### config.mk
export PLATFORM = sky130hd
export DESIGN_NAME = pet_tracker
export DESIGN_NICKNAME = d
export VERILOG_FILES = /design/src/rtl/pet_pkg.sv /design/src/rtl/pet_stage.sv /design/src/rtl/pet_trap_unit.sv /design/src/rtl/pet_tracker.sv
export SDC_FILE = /design/constraint.sdc
export NUM_CORES = 1
export LEC_CHECK = 0
export BUFFER_PORTS_ARGS = -buffer_cell sky130_fd_sc_hd__buf_2
export CAP_MARGIN = 20
export CORE_UTILIZATION = 42
export DETAILED_ROUTE_END_ITERATION = 10
export PLACE_DENSITY = 0.6
export SYNTH_ARGS = -nofsm -noshare
export SYNTH_HDL_FRONTEND = slang
export SYNTH_SLANG_ARGS = --single-unit
### constraint.sdc
create_clock -name clk -period 1.7 [get_ports clk]
set_clock_uncertainty 0.15 [all_clocks]
set_input_delay 0.17 -clock clk [delete_from_list [all_inputs] [get_ports clk]]
set_output_delay 0.17 -clock clk [all_outputs]
set_load 0.02 [all_outputs]
### src/rtl/pet_pkg.sv
package pet_pkg;
  localparam int NSTG   = 5;
  localparam int NCAUSE = 8;
  localparam int CODE_W = $clog2(NCAUSE + 1);

  localparam int S_IF  = 0;
  localparam int S_ID  = 1;
  localparam int S_EX  = 2;
  localparam int S_MEM = 3;
  localparam int S_WB  = 4;

  // cause bit positions, earliest stage lowest
  localparam int C_IF_BASE  = 0;
  localparam int C_ILLEGAL  = 3;
  localparam int C_ARITH    = 4;
  localparam int C_MEM_BASE = 5;

  typedef logic [NCAUSE-1:0] cvec_t;

  // code = 1 + index of lowest set bit, 0 when empty
  function automatic logic [CODE_W-1:0] cause_code(cvec_t v);
    logic [CODE_W-1:0] c;
    c = '0;
    for (int i = NCAUSE - 1; i >= 0; i--) begin
      if (v[i]) c = CODE_W'(i + 1);
    end
    return c;
  endfunction
endpackage

### src/rtl/pet_stage.sv
module pet_stage
  import pet_pkg::*;
#(
  parameter int PC_W = 32
) (
  input  logic            clk,
  input  logic            rst_n,
  input  logic            kill,
  input  logic            in_valid,
  input  logic [PC_W-1:0] in_pc,
  input  cvec_t           in_vec,
  input  cvec_t           raise,
  output logic            valid,
  output logic [PC_W-1:0] pc,
  output cvec_t           vec
);
  // strobes only count when a real instruction is present
  cvec_t merged;
  assign merged = in_valid ? (in_vec | raise) : '0;

  always_ff @(posedge clk) begin
    if (!rst_n) begin
      valid <= 1'b0;
      pc    <= '0;
      vec   <= '0;
    end else begin
      valid <= in_valid & ~kill;
      pc    <= in_pc;
      vec   <= merged;
    end
  end

  p_kill_clears_r7: assert property (@(posedge clk) disable iff (!rst_n)
    kill |=> !valid);

  p_empty_stage_clean_r10: assert property (@(posedge clk) disable iff (!rst_n)
    !in_valid |=> (vec == '0));
endmodule

### src/rtl/pet_trap_unit.sv
module pet_trap_unit
  import pet_pkg::*;
#(
  parameter int PC_W = 32
) (
  input  logic              clk,
  input  logic              rst_n,
  input  logic              wb_valid,
  input  logic [PC_W-1:0]   wb_pc,
  input  cvec_t             wb_vec,
  output logic              trap_go,
  output logic              rf_wr_ok,
  output logic [PC_W-1:0]   epc,
  output logic [CODE_W-1:0] exc_code
);
  logic wb_fault;
  logic [CODE_W-1:0] wb_code;

  assign wb_fault = |wb_vec;
  assign wb_code  = cause_code(wb_vec);
  assign trap_go  = wb_valid & wb_fault;
  assign rf_wr_ok = wb_valid & ~wb_fault;

  always_ff @(posedge clk) begin
    if (!rst_n) begin
      epc      <= '0;
      exc_code <= '0;
    end else if (trap_go) begin
      epc      <= wb_pc;
      exc_code <= wb_code;
    end
  end

  p_epc_capture_r8: assert property (@(posedge clk) disable iff (!rst_n)
    trap_go |=> (epc == $past(wb_pc)));

  p_hold_r8: assert property (@(posedge clk) disable iff (!rst_n)
    !trap_go |=> ($stable(epc) && $stable(exc_code)));

  p_code_nonzero_r3: assert property (@(posedge clk) disable iff (!rst_n)
    trap_go |=> (exc_code != '0));

  p_write_or_trap_r5: assert property (@(posedge clk) disable iff (!rst_n)
    !(trap_go && rf_wr_ok));
endmodule

### src/rtl/pet_tracker.sv
module pet_tracker
  import pet_pkg::*;
#(
  parameter int PC_W = 32
) (
  input  logic              clk,
  input  logic              rst_n,
  input  logic              fetch_valid,
  input  logic [PC_W-1:0]   fetch_pc,
  input  logic [2:0]        if_exc,
  input  logic              id_exc,
  input  logic              ex_exc,
  input  logic [2:0]        mem_exc,
  output logic              rf_wr_ok,
  output logic              dm_wr_ok,
  output logic [NSTG-2:0]   flush_mask,
  output logic              trap_go,
  output logic [PC_W-1:0]   epc,
  output logic [CODE_W-1:0] exc_code
);
  logic            st_valid [NSTG];
  logic [PC_W-1:0] st_pc    [NSTG];
  cvec_t           st_vec   [NSTG];
  cvec_t           raise    [NSTG-1];
  logic            any_live;
  logic            mem_hit;

  // place each stage's strobes at their bit positions
  always_comb begin
    for (int s = 0; s < NSTG - 1; s++) raise[s] = '0;
    raise[S_IF][C_IF_BASE +: 3]   = if_exc;
    raise[S_ID][C_ILLEGAL]        = id_exc;
    raise[S_EX][C_ARITH]          = ex_exc;
    raise[S_MEM][C_MEM_BASE +: 3] = mem_exc;
  end

  for (genvar g = 0; g < NSTG; g++) begin : g_stg
    logic            iv;
    logic [PC_W-1:0] ip;
    cvec_t           ivec;
    cvec_t           ir;
    if (g == 0) begin : g_head
      assign iv   = fetch_valid;
      assign ip   = fetch_pc;
      assign ivec = '0;
      assign ir   = '0;
    end else begin : g_body
      assign iv   = st_valid[g-1];
      assign ip   = st_pc[g-1];
      assign ivec = st_vec[g-1];
      assign ir   = raise[g-1];
    end
    pet_stage #(.PC_W(PC_W)) u_stg (
      .clk      (clk),
      .rst_n    (rst_n),
      .kill     (trap_go),
      .in_valid (iv),
      .in_pc    (ip),
      .in_vec   (ivec),
      .raise    (ir),
      .valid    (st_valid[g]),
      .pc       (st_pc[g]),
      .vec      (st_vec[g])
    );
  end

  pet_trap_unit #(.PC_W(PC_W)) u_trap (
    .clk      (clk),
    .rst_n    (rst_n),
    .wb_valid (st_valid[S_WB]),
    .wb_pc    (st_pc[S_WB]),
    .wb_vec   (st_vec[S_WB]),
    .trap_go  (trap_go),
    .rf_wr_ok (rf_wr_ok),
    .epc      (epc),
    .exc_code (exc_code)
  );

  // store needs a clean history, no fault now, and no older trap
  assign mem_hit  = |mem_exc;
  assign dm_wr_ok = st_valid[S_MEM] & ~(|st_vec[S_MEM]) & ~mem_hit & ~trap_go;

  always_comb begin
    any_live = 1'b0;
    for (int s = 0; s < NSTG; s++) any_live = any_live | st_valid[s];
    for (int s = 0; s < NSTG - 1; s++) flush_mask[s] = trap_go & st_valid[s];
  end

  p_store_blocked_r6: assert property (@(posedge clk) disable iff (!rst_n)
    trap_go |-> !dm_wr_ok);

  p_flush_all_r7: assert property (@(posedge clk) disable iff (!rst_n)
    trap_go |=> !any_live);

  p_store_needs_mem_r6: assert property (@(posedge clk) disable iff (!rst_n)
    dm_wr_ok |-> !mem_hit);
endmodule

==> impl_metrics.json, run 1 <==
{
  "outcome": "finished with violations",
  "failed_checks": "DRC, setup timing",
  "ff2ff_path_depth": 7,
  "hold_path.class": "flip-flop to flip-flop",
  "synth_cell_type_count": 27,
  "min-delay-start": "g_stg[0].u_stg.pc[29]",
  "synth_mux_area_share_pct": 0,
  "multi_input_area_sq_um": 1831,
  "detail-route-antenna-nets": 0,
  "busiest_layer": "met2",
  "clk_pin_slew_ns": 0.06,
  "wl_per_cell_um": 11.29,
  "cap_violations": 0,
  "drt-pass1-iter-count": 9,
  "synthesis.nets": 615,
  "antenna_found_initial": 0,
  "met1_usage_pct": 15.72,
  "place_ws_ns": -0.1258,
  "postSynthCellCount": 572,
  "fp.dieH_um": 125.5,
  "htree_levels": 1,
  "place.gp.congestion": 0.7129,
  "synth_top_family_by_area": "simple AND/OR/NAND/NOR gates",
  "worstReg2RegStart": "g_stg[4].u_stg.vec[5]",
  "total_leakage_power_nw": 3.969,
  "r2r_slack_ns": -0.22,
  "fillers": 1212,
  "synthArstFlopShare_pct": 0,
  "ir_drop_v": 0.0005785,
  "synth_top_area_share_pct": 69.12,
  "min_to": "g_stg[1].u_stg.pc[29]",
  "grt_use_met3_pct": 2.867,
  "core_sq_um": 14700,
  "synthTopCellsByCount": "dfxtp_1 (221), and2_1 (164), nand3_1 (65)",
  "synth.most_common_cell": "dfxtp_1",
  "synth_edf_count": 0,
  "drt-initial-drc-count": 186,
  "cts_buffers": 22,
  "rsz0062_at_grt": "yes",
  "grt_max_degree": 93,
  "cp-start-kind": "flip-flop",
  "remaining_drc_errors": 6,
  "io_buffer_count": 85,
  "holdWs_ns": 0.2599,
  "arrival_ns": 1.96,
  "fp-row-count": 44,
  "worst_slew_pin_slew_ns": 0.5058,
  "slew_violations": 0,
  "cts_sinks": 221,
  "layout.nets": 754,
  "grtUsageMet2_pct": 20.88,
  "io_pins": 86,
  "slew_headroom_pct": 66.02,
  "fin_crit_ns": 2.279,
  "synthTopCellsByArea": "dfxtp_1 (69%), and2_1 (16%), nand3_1 (5.1%)",
  "fin_ws_ns": -0.5786,
  "cts_tree": "built",
  "hpwlAfterDp_um": 5761,
  "root_buffer": "clkbuf_16",
  "fin_crit_sh_pct": 134.0,
  "finalSetupViolCount": 46,
  "area_delta_synth_final_pct": 33.74,
  "die_x_um": 125.5,
  "cp_slowest_cell": "or4_4",
  "synth_compound_area_share_pct": 1.271,
  "grt_pass1_wl_um": 16580,
  "whs_path_depth": 1,
  "grt.overflow.total": 0,
  "path_class": "flip-flop to primary output",
  "netlist_area_sq_um": 6401,
  "ys_ff_latch": 221,
  "max_stage_delay_ns": 0.57,
  "synth_fa_ha_area_share_pct": 0,
  "clk_latency_ns": 0.50,
  "path_buf_inv": 2,
  "fp.dieArea_sq_um": 15740,
  "synth_simple_gate_area_share_pct": 26.80,
  "grtUsageTotal_pct": 12.53,
  "rr_endpoint": "u_trap.epc[1]",
  "crit_required_ns": 1.38,
  "vias": 3906,
  "yosysSeqAreaShare_pct": 69.12,
  "fmax_mhz": 438.9,
  "initial_core_util_pct": 43.55,
  "synth_top_area_cell": "dfxtp_1",
  "synth_xor_area_share_pct": 0,
  "synth.avg_cell_area_sq_um": 11.19,
  "crit_chain": "or4_4 -> o21ai_4 -> inv_4 -> and2_4 -> buf_6",
  "critical_path.top_delay_family": "simple AND/OR/NAND/NOR gates",
  "power_density_nw_per_um2": 1274,
  "drive_gt1_share_pct": 21.46,
  "antenna_cells": 0,
  "finalHoldViolCount": 0,
  "end_kind": "primary output",
  "worstSetupStartpoint": "g_stg[4].u_stg.vec[5]",
  "yosysWarnings": 0,
  "clockBufferDepth": 3,
  "viasPerCell": 4.288,
  "grt_pass1_vias": 3702,
  "ys.flop_type": "dfxtp_1",
  "seqCellArea_sq_um": 4429,
  "wl_um": 10280,
  "worst-path-max-fanout": 8
}
how the worst max path moves through the flow:
stage | cells past startpoint | slack [ns] | endpoint
2_1_floorplan | 5 | -0.03 | flush_mask[0]
3_3_place_gp | 5 | -0.09 | flush_mask[0]
3_5_place_dp | 5 | -0.13 | flush_mask[0]
4_1_cts | 5 | -0.58 | flush_mask[3]
5_1_grt | 5 | -0.62 | flush_mask[3]
6_report | 5 | -0.58 | flush_mask[2]
report_power, final:
| part | internal (mW) | switching [mW] |
|---|---|---|
| registers | 5.30 | 0.0265 |
| clock network | 3.44 | 1.84 |
| logic | 0.176 | 0.119 |
per-stage QoR:
stage / power, mW / area, sq um / util, % / TNS (ns) / instances
CTS: 11.02 / 8443 / 57.44 / -9.320 / 906
global route: 11.30 / 8561 / 58.24 / -12.83 / 911
finish: 10.90 / 8561 / 58.24 / -10.57 / 911
detailed placement: 5.655 / 7042 / 47.91 / -3.431 / 814
global placement: 5.646 / 7042 / 47.91 / -1.495 / 814
floorplan: 5.565 / 6430 / - / -0.1435 / 572
sequential cells by signal, summed over array words and instances, names as in the netlist:
signal,flops
g_stg.u_stg.pc,160
u_trap.epc,32
g_stg.u_stg.vec,20
g_stg.u_stg.valid,5
u_trap.exc_code,4
cell families (layout without fill, tap and decap cells):
logic type | Yosys count | count (layout)
flops | 221 | 221
compound gates | 11 | 11
simple gates | 300 | 300
buf+inv | 40 | 195
cell usage in the layout (no fill, tap or decap), types with 2 or more instances in the layout:
master	Yosys	final
dfxtp_1	221	217
and2_1	164	160
buf_2	6	78
nand3_1	65	65
dlygate4sd3_1	0	50
nand2_1	34	34
and3_1	25	25
clkbuf_16	0	25
buf_4	0	9
clkbuf_8	0	7
buf_6	3	6
buf_12	0	6
bufinv_16	0	5
and2_4	0	4
dfxtp_2	0	4
nor3_1	3	3
a21oi_1	3	3
clkinv_2	0	3
or4_4	2	2
inv_1	2	2
clkbuf_1	25	2
final cells by class:
type	instances	share of cell area [%]
Sequential cell	221	51.74
Multi-Input combinational cell	311	21.38
Timing Repair Buffer	152	14.26
Clock buffer	31	7.644
Tap cell	184	2.689
Clock inverter	9	2.119
Inverter	3	0.1608
layer usage:
| metal | part of all wire [%] | vias up |
|---|---|---|
| met5 | 0 | - |
| met4 | 1.5 | 0 |
| met3 | 4.7 | 15 |
| met2 | 45 | 70 |
| met1 | 49 | 1717 |
| li1 | - | 2104 |
repair_timing:
item / 4_1_cts / 5_1_grt
setup buffers: 3 / 2
resized for setup: 19 / 8
endpoints found under the setup margin: 42 / 46
pin swaps: 4 / 6
endpoints found under the hold margin: 70 / 0
hold buffers: 50 / 0
cloned: 0 / 3
Power figures use the tool's default switching activity.
==> run 2, diff against run 1 <==
--- a/config.mk
+++ b/config.mk
@@ -9,7 +9,7 @@
 export CAP_MARGIN = 20
 export CORE_UTILIZATION = 42
 export DETAILED_ROUTE_END_ITERATION = 10
-export PLACE_DENSITY = 0.6
+export PLACE_DENSITY = 0.76
 export SYNTH_ARGS = -nofsm -noshare
 export SYNTH_HDL_FRONTEND = slang
 export SYNTH_SLANG_ARGS = --single-unit
==> impl_metrics.json, run 2 (synthesis gave the netlist of run 1 again) <==
{
  "antenna_cells": 0,
  "power_density_nw_per_um2": 1185,
  "antenna_found_initial": 0,
  "top_register": "g_stg.u_stg.pc",
  "crit_required_ns": 1.38,
  "final_cell_count_no_fill": 903,
  "cp-start-kind": "flip-flop",
  "hpwlAfterDp_um": 6168,
  "wl_per_cell_um": 11.87,
  "arrival_ns": 1.96,
  "clockBufferDepth": 3,
  "fin_crit_sh_pct": 134.2,
  "clk_latency_ns": 0.48,
  "fp.dieArea_sq_um": 15740,
  "viasPerCell": 4.353,
  "fin_crit_ns": 2.281,
  "rsz0062_at_grt": "yes",
  "finalSetupViolCount": 46,
  "drt-pass1-iter-count": 9,
  "worstSetupStartpoint": "g_stg[4].u_stg.vec[1]",
  "ir_drop_v": 0.0005880,
  "slew_headroom_pct": 69.64,
  "fin_ws_ns": -0.5813,
  "cts_tree": "built",
  "grt.overflow.total": 0,
  "slew_violations": 0,
  "grtUsageTotal_pct": 12.78,
  "rr_endpoint": "u_trap.epc[31]",
  "final_cell_mix": "dfxtp_1 (219), and2_1 (160), buf_2 (78)",
  "clk_pin_slew_ns": 0.06,
  "die_x_um": 125.5,
  "htree_levels": 1,
  "cts_sinks": 221,
  "fp.dieH_um": 125.5,
  "layout.nets": 751,
  "end_kind": "primary output",
  "grt_pass1_vias": 3888,
  "whs_path_depth": 1,
  "vias": 3931,
  "outcome": "finished with violations",
  "io_pins": 86,
  "fmax_mhz": 438.3,
  "total_leakage_power_nw": 3.850,
  "cap_violations": 0,
  "grt_pass1_wl_um": 17110,
  "hold_path.class": "flip-flop to flip-flop",
  "failed_checks": "DRC, setup timing",
  "remaining_drc_errors": 3,
  "largest_reg_flops": 160,
  "worstReg2RegStart": "g_stg[4].u_stg.vec[1]",
  "core_sq_um": 14700,
  "worst-path-max-fanout": 8,
  "worst_slew_pin_slew_ns": 0.4519,
  "wl_um": 10720,
  "final_common_cell": "dfxtp_1",
  "path_class": "flip-flop to primary output",
  "seqCellArea_sq_um": 4427,
  "root_buffer": "clkbuf_16",
  "final.setup.tns_ns": -10.74,
  "grt_max_degree": 65,
  "reg.largest.list": "g_stg.u_stg.pc x160, u_trap.epc x32, g_stg.u_stg.vec x20",
  "drive_gt1_share_pct": 20.72,
  "area_delta_synth_final_pct": 30.32,
  "place.gp.congestion": 0.7662,
  "drt-initial-drc-count": 177,
  "finalHoldViolCount": 0,
  "multi_input_area_sq_um": 1836,
  "ff2ff_path_depth": 7,
  "dp.cells": 816,
  "min-delay-start": "g_stg[2].u_stg.pc[9]",
  "fin_util_pct": 56.75,
  "initial_core_util_pct": 43.55,
  "cts_buffers": 21,
  "io_buffer_count": 85,
  "fillers": 1250,
  "fp-row-count": 44,
  "r2r_slack_ns": -0.24,
  "min_to": "g_stg[3].u_stg.pc[9]",
  "detail-route-antenna-nets": 0
}
-- run 2: routing by layer --
layer / up-vias / global-route usage [%] / share of wire, %
met4: 0 / 5.452 / 2.8
met1: 1711 / 15.75 / 45
met2: 103 / 21.41 / 46
li1: 2088 / - / -
met3: 29 / 2.953 / 5.8
met5: - / 0 / 0
-- run 2: through the flow --
step	power [mW]	cell area (sq um)	setup slack (ns)	hold slack (ns)
6_report	9.883	8342	-0.5813	0.2782
5_1_grt	10.24	8342	-0.6374	0.2747
4_1_cts	9.980	8207	-0.5744	0.2586
3_5_place_dp	5.658	7057	-0.1749	0.2285
3_3_place_gp	5.646	7057	-0.09169	0.2292
2_1_floorplan	5.565	6430	-0.02957	0.1473
-- run 2: how the worst max path moves through the flow --
stage                                     to  cells past startpoint
after floorplan                flush_mask[0]                      5
after global placement         flush_mask[1]                      5
after detailed placement  u_trap.exc_code[0]                      6
after CTS                      flush_mask[3]                      5
after global routing           flush_mask[3]                      5
final                          flush_mask[3]                      5
-- run 2: cell type report --
| cell class | count | area share [%] |
|---|---|---|
| Sequential cell | 221 | 53.07 |
| Multi-Input combinational cell | 311 | 22.00 |
| Timing Repair Buffer | 150 | 14.34 |
| Clock buffer | 29 | 7.020 |
| Tap cell | 184 | 2.760 |
| Clock inverter | 5 | 0.6450 |
| Inverter | 3 | 0.1650 |
-- run 2: worst max-delay path, stage by stage, from the launching register on --
cell,delay [ns]
dfxtp_1,0.32
or4_4,0.56
o21ai_4,0.21
inv_4,0.09
and2_4,0.17
buf_6,0.12
-- run 2: what timing repair did --
item                                    CTS  global route
cloned                                    0             4
pin swaps                                 4             4
buffers inserted                          4             3
endpoints found under the setup margin   40            46
resized for setup                        18             8
hold endpoints to repair                 73             0
hold buffers                             45             0
-- run 2: report_power, final --
group	switching, mW	internal, mW
Combinational	0.120	0.175
Clock	1.72	2.55
Sequential	0.0266	5.30
Total	1.87	8.02
